File: src/rtl/bw_pkg.sv
package bw_pkg;
  typedef enum logic [1:0] {
    ST_IDLE = 2'd0,
    ST_WAIT = 2'd1,
    ST_LATE = 2'd2,
    ST_RTZ  = 2'd3
  } bw_state_e;

  typedef enum logic {
    MODE_WRITE = 1'b0,
    MODE_READ  = 1'b1
  } bw_mode_e;
endpackage

File: src/rtl/bw_timer.sv
module bw_timer #(
  parameter int unsigned MAX_WAIT = 12
) (
  input  logic clk_i,
  input  logic rst_ni,
  input  logic clr_i,
  input  logic run_i,
  output logic expire_o
);
  localparam int unsigned CNT_W = (MAX_WAIT > 1) ? $clog2(MAX_WAIT) : 1;
  localparam logic [CNT_W-1:0] LAST = CNT_W'(MAX_WAIT - 1);

  logic [CNT_W-1:0] cnt_q;

  // cnt_q = number of waiting edges already passed since start+
  always_ff @(posedge clk_i or negedge rst_ni) begin
    if (!rst_ni)                        cnt_q <= '0;
    else if (clr_i)                     cnt_q <= '0;
    else if (run_i && (cnt_q != LAST))  cnt_q <= cnt_q + 1'b1;
  end

  assign expire_o = run_i && (cnt_q == LAST);

  p_cnt_bound_r4: assert property (@(posedge clk_i) disable iff (!rst_ni)
    cnt_q <= LAST);
  p_clr_restart_r11: assert property (@(posedge clk_i) disable iff (!rst_ni)
    clr_i |=> (cnt_q == '0));
endmodule

File: src/rtl/bw_hs_fsm.sv
module bw_hs_fsm
  import bw_pkg::*;
(
  input  logic clk_i,
  input  logic rst_ni,
  input  logic req_i,
  input  logic done_i,
  input  logic expire_i,
  output logic start_o,
  output logic run_o,
  output logic load_o,
  output logic capture_o,
  output logic end_o,
  output logic tmo_o,
  output logic fresh_o
);
  bw_state_e state_q;
  logic start_q, end_q, tmo_q, fresh_q;

  always_ff @(posedge clk_i or negedge rst_ni) begin
    if (!rst_ni) begin
      state_q <= ST_IDLE;
      start_q <= 1'b0;
      end_q   <= 1'b0;
      tmo_q   <= 1'b0;
      fresh_q <= 1'b0;
    end else begin
      end_q <= 1'b0;
      unique case (state_q)
        ST_IDLE: if (req_i) begin
          state_q <= ST_WAIT;
          start_q <= 1'b1;
        end
        ST_WAIT: if (done_i) begin
          state_q <= ST_RTZ;
          start_q <= 1'b0;
          end_q   <= 1'b1;
          tmo_q   <= 1'b0;
          fresh_q <= 1'b1;
        end else if (expire_i) begin
          // report now, finish the handshake in the background
          state_q <= ST_LATE;
          end_q   <= 1'b1;
          tmo_q   <= 1'b1;
          fresh_q <= 1'b0;
        end
        ST_LATE: if (done_i) begin
          state_q <= ST_RTZ;
          start_q <= 1'b0;
        end
        ST_RTZ: if (!done_i) state_q <= ST_IDLE;
        default: state_q <= ST_IDLE;
      endcase
    end
  end

  assign load_o    = (state_q == ST_IDLE) && req_i;
  assign run_o     = (state_q == ST_WAIT);
  assign capture_o = run_o && done_i;
  assign start_o   = start_q;
  assign end_o     = end_q;
  assign tmo_o     = tmo_q;
  assign fresh_o   = fresh_q;

  p_start_until_done_r5: assert property (@(posedge clk_i) disable iff (!rst_ni)
    (start_q && !done_i) |=> start_q);
  p_rtz_no_start_r5: assert property (@(posedge clk_i) disable iff (!rst_ni)
    (state_q == ST_RTZ) |=> !start_q);
  p_end_single_r6: assert property (@(posedge clk_i) disable iff (!rst_ni)
    end_q |=> !end_q);
  p_tmo_keeps_start_r4: assert property (@(posedge clk_i) disable iff (!rst_ni)
    (end_q && tmo_q) |-> (start_q && !fresh_q));
  p_ok_drops_start_r3: assert property (@(posedge clk_i) disable iff (!rst_ni)
    (end_q && !tmo_q) |-> (!start_q && fresh_q));
  p_busy_req_ignored_r9: assert property (@(posedge clk_i) disable iff (!rst_ni)
    (state_q != ST_IDLE && !start_q) |=> !start_q);
endmodule

File: src/rtl/bw_datapath.sv
module bw_datapath
  import bw_pkg::*;
#(
  parameter int unsigned DATA_W = 8,
  parameter bw_mode_e    MODE   = MODE_READ
) (
  input  logic              clk_i,
  input  logic              rst_ni,
  input  logic              load_i,
  input  logic              capture_i,
  input  logic [DATA_W-1:0] cl_wdata_i,
  input  logic [DATA_W-1:0] buf_rdata_i,
  output logic [DATA_W-1:0] buf_wdata_o,
  output logic [DATA_W-1:0] cl_rdata_o
);
  if (MODE == MODE_WRITE) begin : g_wr
    logic [DATA_W-1:0] wdata_q;
    logic unused_rd;
    always_ff @(posedge clk_i or negedge rst_ni) begin
      if (!rst_ni)     wdata_q <= '0;
      else if (load_i) wdata_q <= cl_wdata_i;
    end
    assign unused_rd   = ^{buf_rdata_i, capture_i};
    assign buf_wdata_o = wdata_q;
    assign cl_rdata_o  = '0;
  end else begin : g_rd
    logic [DATA_W-1:0] rdata_q;
    logic unused_wr;
    // only an in-window done updates; timeouts keep the previous item
    always_ff @(posedge clk_i or negedge rst_ni) begin
      if (!rst_ni)        rdata_q <= '0;
      else if (capture_i) rdata_q <= buf_rdata_i;
    end
    assign unused_wr   = ^{cl_wdata_i, load_i};
    assign buf_wdata_o = '0;
    assign cl_rdata_o  = rdata_q;
  end
endmodule

File: src/rtl/bw_client.sv
module bw_client
  import bw_pkg::*;
#(
  parameter int unsigned DATA_W   = 8,
  parameter int unsigned MAX_WAIT = 12,
  parameter bw_mode_e    MODE     = MODE_READ
) (
  input  logic              clk_i,
  input  logic              rst_ni,
  input  logic              req_i,
  input  logic [DATA_W-1:0] cl_wdata_i,
  output logic              buf_start_o,
  output logic [DATA_W-1:0] buf_wdata_o,
  input  logic              buf_done_i,
  input  logic [DATA_W-1:0] buf_rdata_i,
  output logic [DATA_W-1:0] cl_rdata_o,
  output logic              stat_end_o,
  output logic              stat_tmo_o,
  output logic              fresh_o
);
  logic run, load, capture, expire;

  bw_timer #(.MAX_WAIT(MAX_WAIT)) u_timer (
    .clk_i    (clk_i),
    .rst_ni   (rst_ni),
    .clr_i    (load),
    .run_i    (run),
    .expire_o (expire)
  );

  bw_hs_fsm u_fsm (
    .clk_i     (clk_i),
    .rst_ni    (rst_ni),
    .req_i     (req_i),
    .done_i    (buf_done_i),
    .expire_i  (expire),
    .start_o   (buf_start_o),
    .run_o     (run),
    .load_o    (load),
    .capture_o (capture),
    .end_o     (stat_end_o),
    .tmo_o     (stat_tmo_o),
    .fresh_o   (fresh_o)
  );

  bw_datapath #(.DATA_W(DATA_W), .MODE(MODE)) u_dp (
    .clk_i       (clk_i),
    .rst_ni      (rst_ni),
    .load_i      (load),
    .capture_i   (capture),
    .cl_wdata_i  (cl_wdata_i),
    .buf_rdata_i (buf_rdata_i),
    .buf_wdata_o (buf_wdata_o),
    .cl_rdata_o  (cl_rdata_o)
  );

  p_tmo_keeps_rdata_r7: assert property (@(posedge clk_i) disable iff (!rst_ni)
    (stat_end_o && stat_tmo_o) |-> $stable(cl_rdata_o));
  p_wdata_held_r2: assert property (@(posedge clk_i) disable iff (!rst_ni)
    (buf_start_o && $past(buf_start_o)) |-> $stable(buf_wdata_o));
  p_no_pulse_late_r6: assert property (@(posedge clk_i) disable iff (!rst_ni)
    $fell(buf_start_o) && stat_tmo_o |-> !stat_end_o);
endmodule

File: config.mk
export PLATFORM = sky130hd
export DESIGN_NAME = bw_client
export DESIGN_NICKNAME = d
export VERILOG_FILES = /design/src/rtl/bw_pkg.sv /design/src/rtl/bw_timer.sv /design/src/rtl/bw_hs_fsm.sv /design/src/rtl/bw_datapath.sv /design/src/rtl/bw_client.sv
export SDC_FILE = /design/constraint.sdc
export NUM_CORES = 1
export LEC_CHECK = 0
export ABC_AREA = 1
export BUFFER_PORTS_ARGS = -buffer_cell sky130_fd_sc_hd__buf_2
export CORE_MARGIN = 5
export CORE_UTILIZATION = 50
export DETAILED_ROUTE_END_ITERATION = 8
export GPL_ROUTABILITY_DRIVEN = 0
export PLACE_DENSITY = 0.87
export SYNTH_ARGS = -nofsm -noshare
export SYNTH_HDL_FRONTEND = slang
export SYNTH_SLANG_ARGS = --single-unit
File: constraint.sdc
create_clock -name clk_i -period 2.59 [get_ports clk_i]
set_input_delay 0.518 -clock clk_i [delete_from_list [all_inputs] [get_ports clk_i]]
set_output_delay 0.518 -clock clk_i [all_outputs]
set_load 0.01 [all_outputs]
==> summary.txt, run 1 <==
Clock network
  • Root Buffer: clkbuf_4
  • CTS tree: built
  • Cts bufs inserted: 3
  • H-tree depth: 1
  • CTS clk-pin slew, worst paths: approximately 0.1 ns
  • Post-CTS Hold Buffers: 0
  • Clock Sink Count: 18
  • Resize count post-CTS: 0
  • Clk_lat worst skew: around 0.3 ns
  • Clock buffer depth: 2
  • Post-CTS Setup Bufs: 0

Yosys
  • Dominant cell type by area after synthesis: dfrtp_1
  • Synth Area in Adders: 0.1040
  • Proportion of synthesized area in mux cells: 0.09363
  • Seq/Total Area, Yosys: 0.4681
  • Distinct cells, synth: 14
  • Post-Syn Instances: 103
  • Area contributors post-synth: dfrtp_1 47%, nand2_1 11%, ha_1 10%, mux2_2 9.4%, buf_4 6.2%
  • FF+latch count, synth: 18
  • Xor/xnor share of the synthesized area: 0
  • Avg Inst Size Synth: just over 9 µm²
  • Compound-Gate Fraction of Synth Area: 0.02081
  • Post-Syn Area: a little under 1000 µm²
  • Simple-gate area share of the yosys netlist: 0.2042
  • Main combinational cell family by area after synthesis: simple AND/OR/NAND/NOR gates
  • YS warnings: 0
  • Yosys top cell area share: 0.4681

STA
  • Final period utilization: 0.5962
  • RSZ-0062 raised after global routing: no
  • PnR worst setup slack: approximately 1.0 ns
  • Max Clk Rate: 647.6 MHz
  • Final Hold Vio Count: 0
  • Max Slew Vio Count: 0
  • TNS Setup: 0 ns
  • Worst Skew: approximately 0.0068 ns
  • Final setup viols: 0
  • Period minus WS final: 1.544 ns

Finish
  • Util after Layout: 0.6232
  • Area Overhead vs Synth: 15.48%
  • Share of cells above drive strength 1: 0.2791
  • Most frequent cells in the layout: 28 x nand2_1, 23 x buf_2, 18 x dfrtp_1, 11 x inv_1, 9 x nand3_1
  • Antenna cells: 0
  • Commonest non-fill, non-tap cell in the layout: nand2_1
  • Nets: roughly 160
  • FILL cells: between 100 and 150

Worst setup path
  • CP cell instances: inv_1, ha_1, nand2_1, nand2_1, nor2_1, nand2_1, nand2_1, nand2_1
  • Buf/Inv on CP: 1
  • Slowest cell on crit path: dfrtp_1
  • CP Class: flop to flop
  • CP most frequent cell: nand2_1
  • CP delay by family, top: simple AND/OR/NAND/NOR gates
  • Critical Path RT: roughly 2.8 ns
  • CP max FO: 7
  • Slowest cell delay on critical path: 0.49 ns
  • R2R depth: 8
  • Setup crit end kind: flop
  • Stages on the worst setup path: 8
  • Worst Path Arrival: about 1.7 ns
  • Startpoint Class: flop

Global route
  • Initial antenna violation count: 0
  • Top Usage Layer GRT: met2
  • Vias in the first global route: roughly 720
  • All-Layer GR Usage: 0.1503
  • Largest net degree at the start of global routing: 19
  • Met1 usage: 0.1528
  • Met3 Use GR: 0.01662
  • Total grt overflow: 0
  • Met2 Usage GRT: 0.2823
  • First-pass GRT wire length: 3084 µm

Power
  • Clock network fraction of total power: 0.140
  • Pwr/cell area: approximately 1100 nW/µm²
  • Leakage: between 0.0006 and 0.0007 µW
  • Combinational power share: 0.459
  • Sw power: about 500 µW
  • P_int: 739.7 µW
  • Sw frac: 0.4014
  • Max VDD drop: 0.0004370 V
  • Tot Pwr: ~1200 µW
  • Flop pwr share: 0.400

Placement
  • HPWL after detailed placement: about 1500 µm
  • Port bufs: 23
  • DP Worst Slack: about 1.1 ns

Job
  • Number of max-cap violations: 0

Drt
  • DRC Markers: 0
  • Vias per cell: between 4 and 5
  • Post-route ant nets: 0
  • Via count: approximately 760
  • WL per Instance: between 10 and 15 µm
  • DRT iter0 DRCs: 8
  • Post-Route WL: ~1900 µm
  • DRT Pass-1 Iters: 4

Floorplanning
  • Core area: ~1800 µm²
  • # rows: 15
  • Die area: between 2000 and 3000 µm²
  • Ports: 40
  • Die height: between 50 and 60 µm
  • Die X: ~54 µm
  • Initial Util: 0.5396

Outcome
  • Status: finished, final reports clean

Min path
  • HP Class: primary input to async pin
power groups by stage:
stage	Sequential [µW]	Clock [µW]	Combinational, µW
after floorplan	529	0	356
after global placement	489	0	534
after detailed placement	500	0	571
after CTS	493	174	574
after global routing	510	190	646
final	495	173	568
path summary, 6_finish.rpt:
kind	from	to	slack, ns
max in group asynchronous	rst_ni	u_fsm.state_q[1]	2.18
worst max-delay path	u_fsm.state_q[0]	u_fsm.state_q[0]	1.05
worst max register to register	u_fsm.state_q[0]	u_fsm.state_q[0]	1.05
min in group clk_i	buf_rdata_i[6]	u_dp.cl_rdata_o[6]	0.44
worst min register to register	u_fsm.tmo_o	u_fsm.tmo_o	0.49
worst min-delay path	rst_ni	u_timer.cnt_q[1]	0.12
Yosys cell counts:
library cell	instances
nand2_1	28
nand2_4	1
nand4_1	2
nor2_1	4
a21oi_1	2
dfrtp_1	18
ha_1	8
nand3_1	9
o21ai_0	2
conb_1	1
nand3b_1	1
inv_1	11
mux2_2	8
buf_4	8
kinds of logic (layout without fill, tap and decap cells):
family	after synthesis	in the layout
AND/OR/NAND/NOR	45	45
buffers and inverters	19	38
flip-flops	18	18
adder cells (fa/ha/maj)	8	8
multiplexers	8	8
AO/OA/AOI/OAI	4	4
other	1	8
per-layer routing:
| metal | part of all wire | wire [µm] |
|---|---|---|
| met5 | 0 | 0 |
| met4 | 0.047 | 89 |
| met3 | 0.075 | 143 |
| met2 | 0.51 | 972 |
| met1 | 0.37 | 698 |
cell type report:
cell class	instances	area, µm²	share of cell area
repair buffers	23	115.1	0.1036
flip-flops and latches	18	450.4	0.4054
inverters	11	41.29	0.03716
well taps	25	31.28	0.02815
clock buffers	4	36.28	0.03266
multi-input cells	73	436.7	0.3930
sequential cells by signal, summed over array words and instances (netlist names):
register,flops
u_dp.cl_rdata_o,8
u_fsm.end_o,1
u_fsm.fresh_o,1
u_fsm.start_o,1
u_fsm.state_q,2
u_fsm.tmo_o,1
u_timer.cnt_q,4
per-stage QoR:
stage | instances | cell area [µm²] | hold slack (ns)
after floorplan | 110 | 988.4 | 0.2224
after global placement | 150 | 1075 | 0.4509
after detailed placement | 150 | 1075 | 0.4623
after CTS | 154 | 1111 | 0.1421
after global routing | 154 | 1111 | 0.1568
final | 154 | 1111 | 0.1248
No activity file was read; power rests on OpenSTA's default activity.
==> run 2: changes to the inputs <==
--- a/config.mk
+++ b/config.mk
@@ -8,10 +8,10 @@
 export ABC_AREA = 1
 export BUFFER_PORTS_ARGS = -buffer_cell sky130_fd_sc_hd__buf_2
 export CORE_MARGIN = 5
-export CORE_UTILIZATION = 50
+export CORE_UTILIZATION = 46
 export DETAILED_ROUTE_END_ITERATION = 8
 export GPL_ROUTABILITY_DRIVEN = 0
-export PLACE_DENSITY = 0.87
+export PLACE_DENSITY = 0.81
 export SYNTH_ARGS = -nofsm -noshare
 export SYNTH_HDL_FRONTEND = slang
 export SYNTH_SLANG_ARGS = --single-unit
==> constraint.sdc (replaced) <==
create_clock -name clk_i -period 1.51 [get_ports clk_i]
set_input_delay 0.302 -clock clk_i [delete_from_list [all_inputs] [get_ports clk_i]]
set_output_delay 0.302 -clock clk_i [all_outputs]
set_load 0.01 [all_outputs]
==> summary.txt, run 2 (synthesis results as in run 1) <==
Worst setup path
  • Slowest cell on crit path: dfrtp_1
  • CP cell instances: inv_1, ha_1, nand2_1, nand2_1, nor2_1, nand2_1, nand2_1, nand2_1
  • CP max FO: 4
  • Setup crit end kind: flop
  • Startpoint Class: flop
  • CP most frequent cell: nand2_1
  • Buf/Inv on CP: 1
  • CP delay by family, top: simple AND/OR/NAND/NOR gates
  • CP Class: flop to flop
  • Worst Path Arrival: roughly 1.6 ns
  • Slowest cell delay on critical path: slightly above 0.4 ns
  • Critical Path RT: about 1.7 ns

Finish
  • Antenna cells: 0
  • Area taken by multi-input logic gates: ~440 µm²
  • Non-filler cells, final: approximately 160
  • Design Area, Final: 1139 µm²
  • Area Overhead vs Synth: 18.34%
  • Commonest non-fill, non-tap cell in the layout: nand2_1
  • Most frequent cells in the layout: 28 x nand2_1, 23 x buf_2, 18 x dfrtp_1, 11 x inv_1, 9 x nand3_1
  • Largest register FFs: 8
  • FILL cells: approximately 170
  • Nets: between 150 and 200
  • Share of cells above drive strength 1: 0.2879
  • Register Area: about 450 µm²

Drt
  • Via count: roughly 720
  • DRC Markers: 0
  • Post-route ant nets: 0
  • Post-Route WL: 1702 µm
  • Vias per cell: ~4.5
  • DRT Pass-1 Iters: 4
  • WL per Instance: around 11 µm
  • DRT iter0 DRCs: 6

Global route
  • First-pass GRT wire length: about 2900 µm
  • Total grt overflow: 0
  • Largest net degree at the start of global routing: 19
  • Vias in the first global route: just over 700
  • All-Layer GR Usage: 0.1158
  • Initial antenna violation count: 0

Power
  • P_int: 1299 µW
  • Pwr/cell area: around 1900 nW/µm²
  • Sw frac: 0.3881
  • Combinational power share: 0.477
  • Sw power: roughly 820 µW
  • Clock network fraction of total power: 0.137
  • Max VDD drop: between 0.0008 and 0.0009 V
  • Flop pwr share: 0.386
  • Tot Pwr: about 2100 µW
  • Leakage: 0.0006512 µW

STA
  • Period minus WS final: 1.379 ns
  • Max Slew Vio Count: 0
  • Final setup viols: 0
  • RSZ-0062 raised after global routing: no
  • Worst Skew: between 0.002 and 0.003 ns
  • TNS Setup: 0 ns
  • Final period utilization: 0.9130
  • Max Clk Rate: roughly 730 MHz
  • Final Hold Vio Count: 0
  • PnR worst setup slack: 0.1314 ns

Floorplanning
  • Die height: 55.74 µm
  • # rows: 16
  • Core area: ~2000 µm²
  • Die X: roughly 56 µm
  • Initial Util: 0.4855
  • Ports: 40
  • Die area: 3106 µm²

Placement
  • HPWL after detailed placement: around 1400 µm
  • Placed cell areas: 1092 µm²
  • DP Worst Slack: 0.1611 ns
  • Placed cells: about 150
  • Port bufs: 23

Clock network
  • CTS tree: built
  • Clock Sink Count: 18
  • H-tree depth: 1
  • Post-CTS Setup Bufs: 0
  • Resize count post-CTS: 0
  • CTS clk-pin slew, worst paths: 0.10 ns
  • Cts bufs inserted: 3
  • Clock buffer depth: 2
  • Clk_lat worst skew: slightly below 0.3 ns
  • Root Buffer: clkbuf_4

Job
  • Number of max-cap violations: 0

Outcome
  • Status: finished, final reports clean

Min path
  • HP Class: primary input to flop
-- run 2: area by class of cell --
cell class | instances | area share
clock buffer | 4 | 0.03187
inverter | 11 | 0.03626
timing repair buffer | 26 | 0.1231
sequential | 18 | 0.3956
multi-input combinational | 73 | 0.3835
tap | 27 | 0.02967
-- run 2: metrics by stage --
| stage | hold WS (ns) | util |
|---|---|---|
| floorplan | 0.006409 | - |
| global placement | 0.2426 | 0.5511 |
| detailed placement | 0.2537 | 0.5511 |
| CTS | 0.2237 | 0.5745 |
| global route | 0.2181 | 0.5745 |
| finish | 0.2368 | 0.5745 |
-- run 2: path summary, 6_finish.rpt --
check	cells past startpoint	slack, ns	startpoint	endpoint
setup / recovery	8	0.13	u_fsm.state_q[0]	u_fsm.state_q[1]
hold / removal	2	0.24	buf_rdata_i[5]	u_dp.cl_rdata_o[5]
setup reg to reg	8	0.13	u_fsm.state_q[0]	u_fsm.state_q[1]
hold reg to reg	2	0.47	u_fsm.fresh_o	u_fsm.fresh_o
max in group asynchronous	2	0.78	rst_ni	u_dp.cl_rdata_o[0]
min in group asynchronous	2	0.45	rst_ni	u_timer.cnt_q[1]
-- run 2: timing repair --
action	4_1_cts	5_1_grt
setup endpoints to repair	0	0
endpoints found under the hold margin	18	0
hold buffers	1	0
-- run 2: per-layer routing --
metal  GRT usage  up-vias  part of all wire
met3     0.02552        4             0.052
met1      0.1133      328              0.40
met5           0        -                 0
met4      0.1042        0             0.030
met2      0.2010       18              0.52
li1            -      371                 -
-- run 2: power by group through the flow --
stage | Combinational [µW] | Clock (µW) | Sequential, µW
final | 1010 | 291 | 818
after global placement | 984 | 0 | 814
after detailed placement | 1030 | 0 | 830
after floorplan | 610 | 0 | 908
after CTS | 1030 | 305 | 818
after global routing | 1140 | 323 | 842
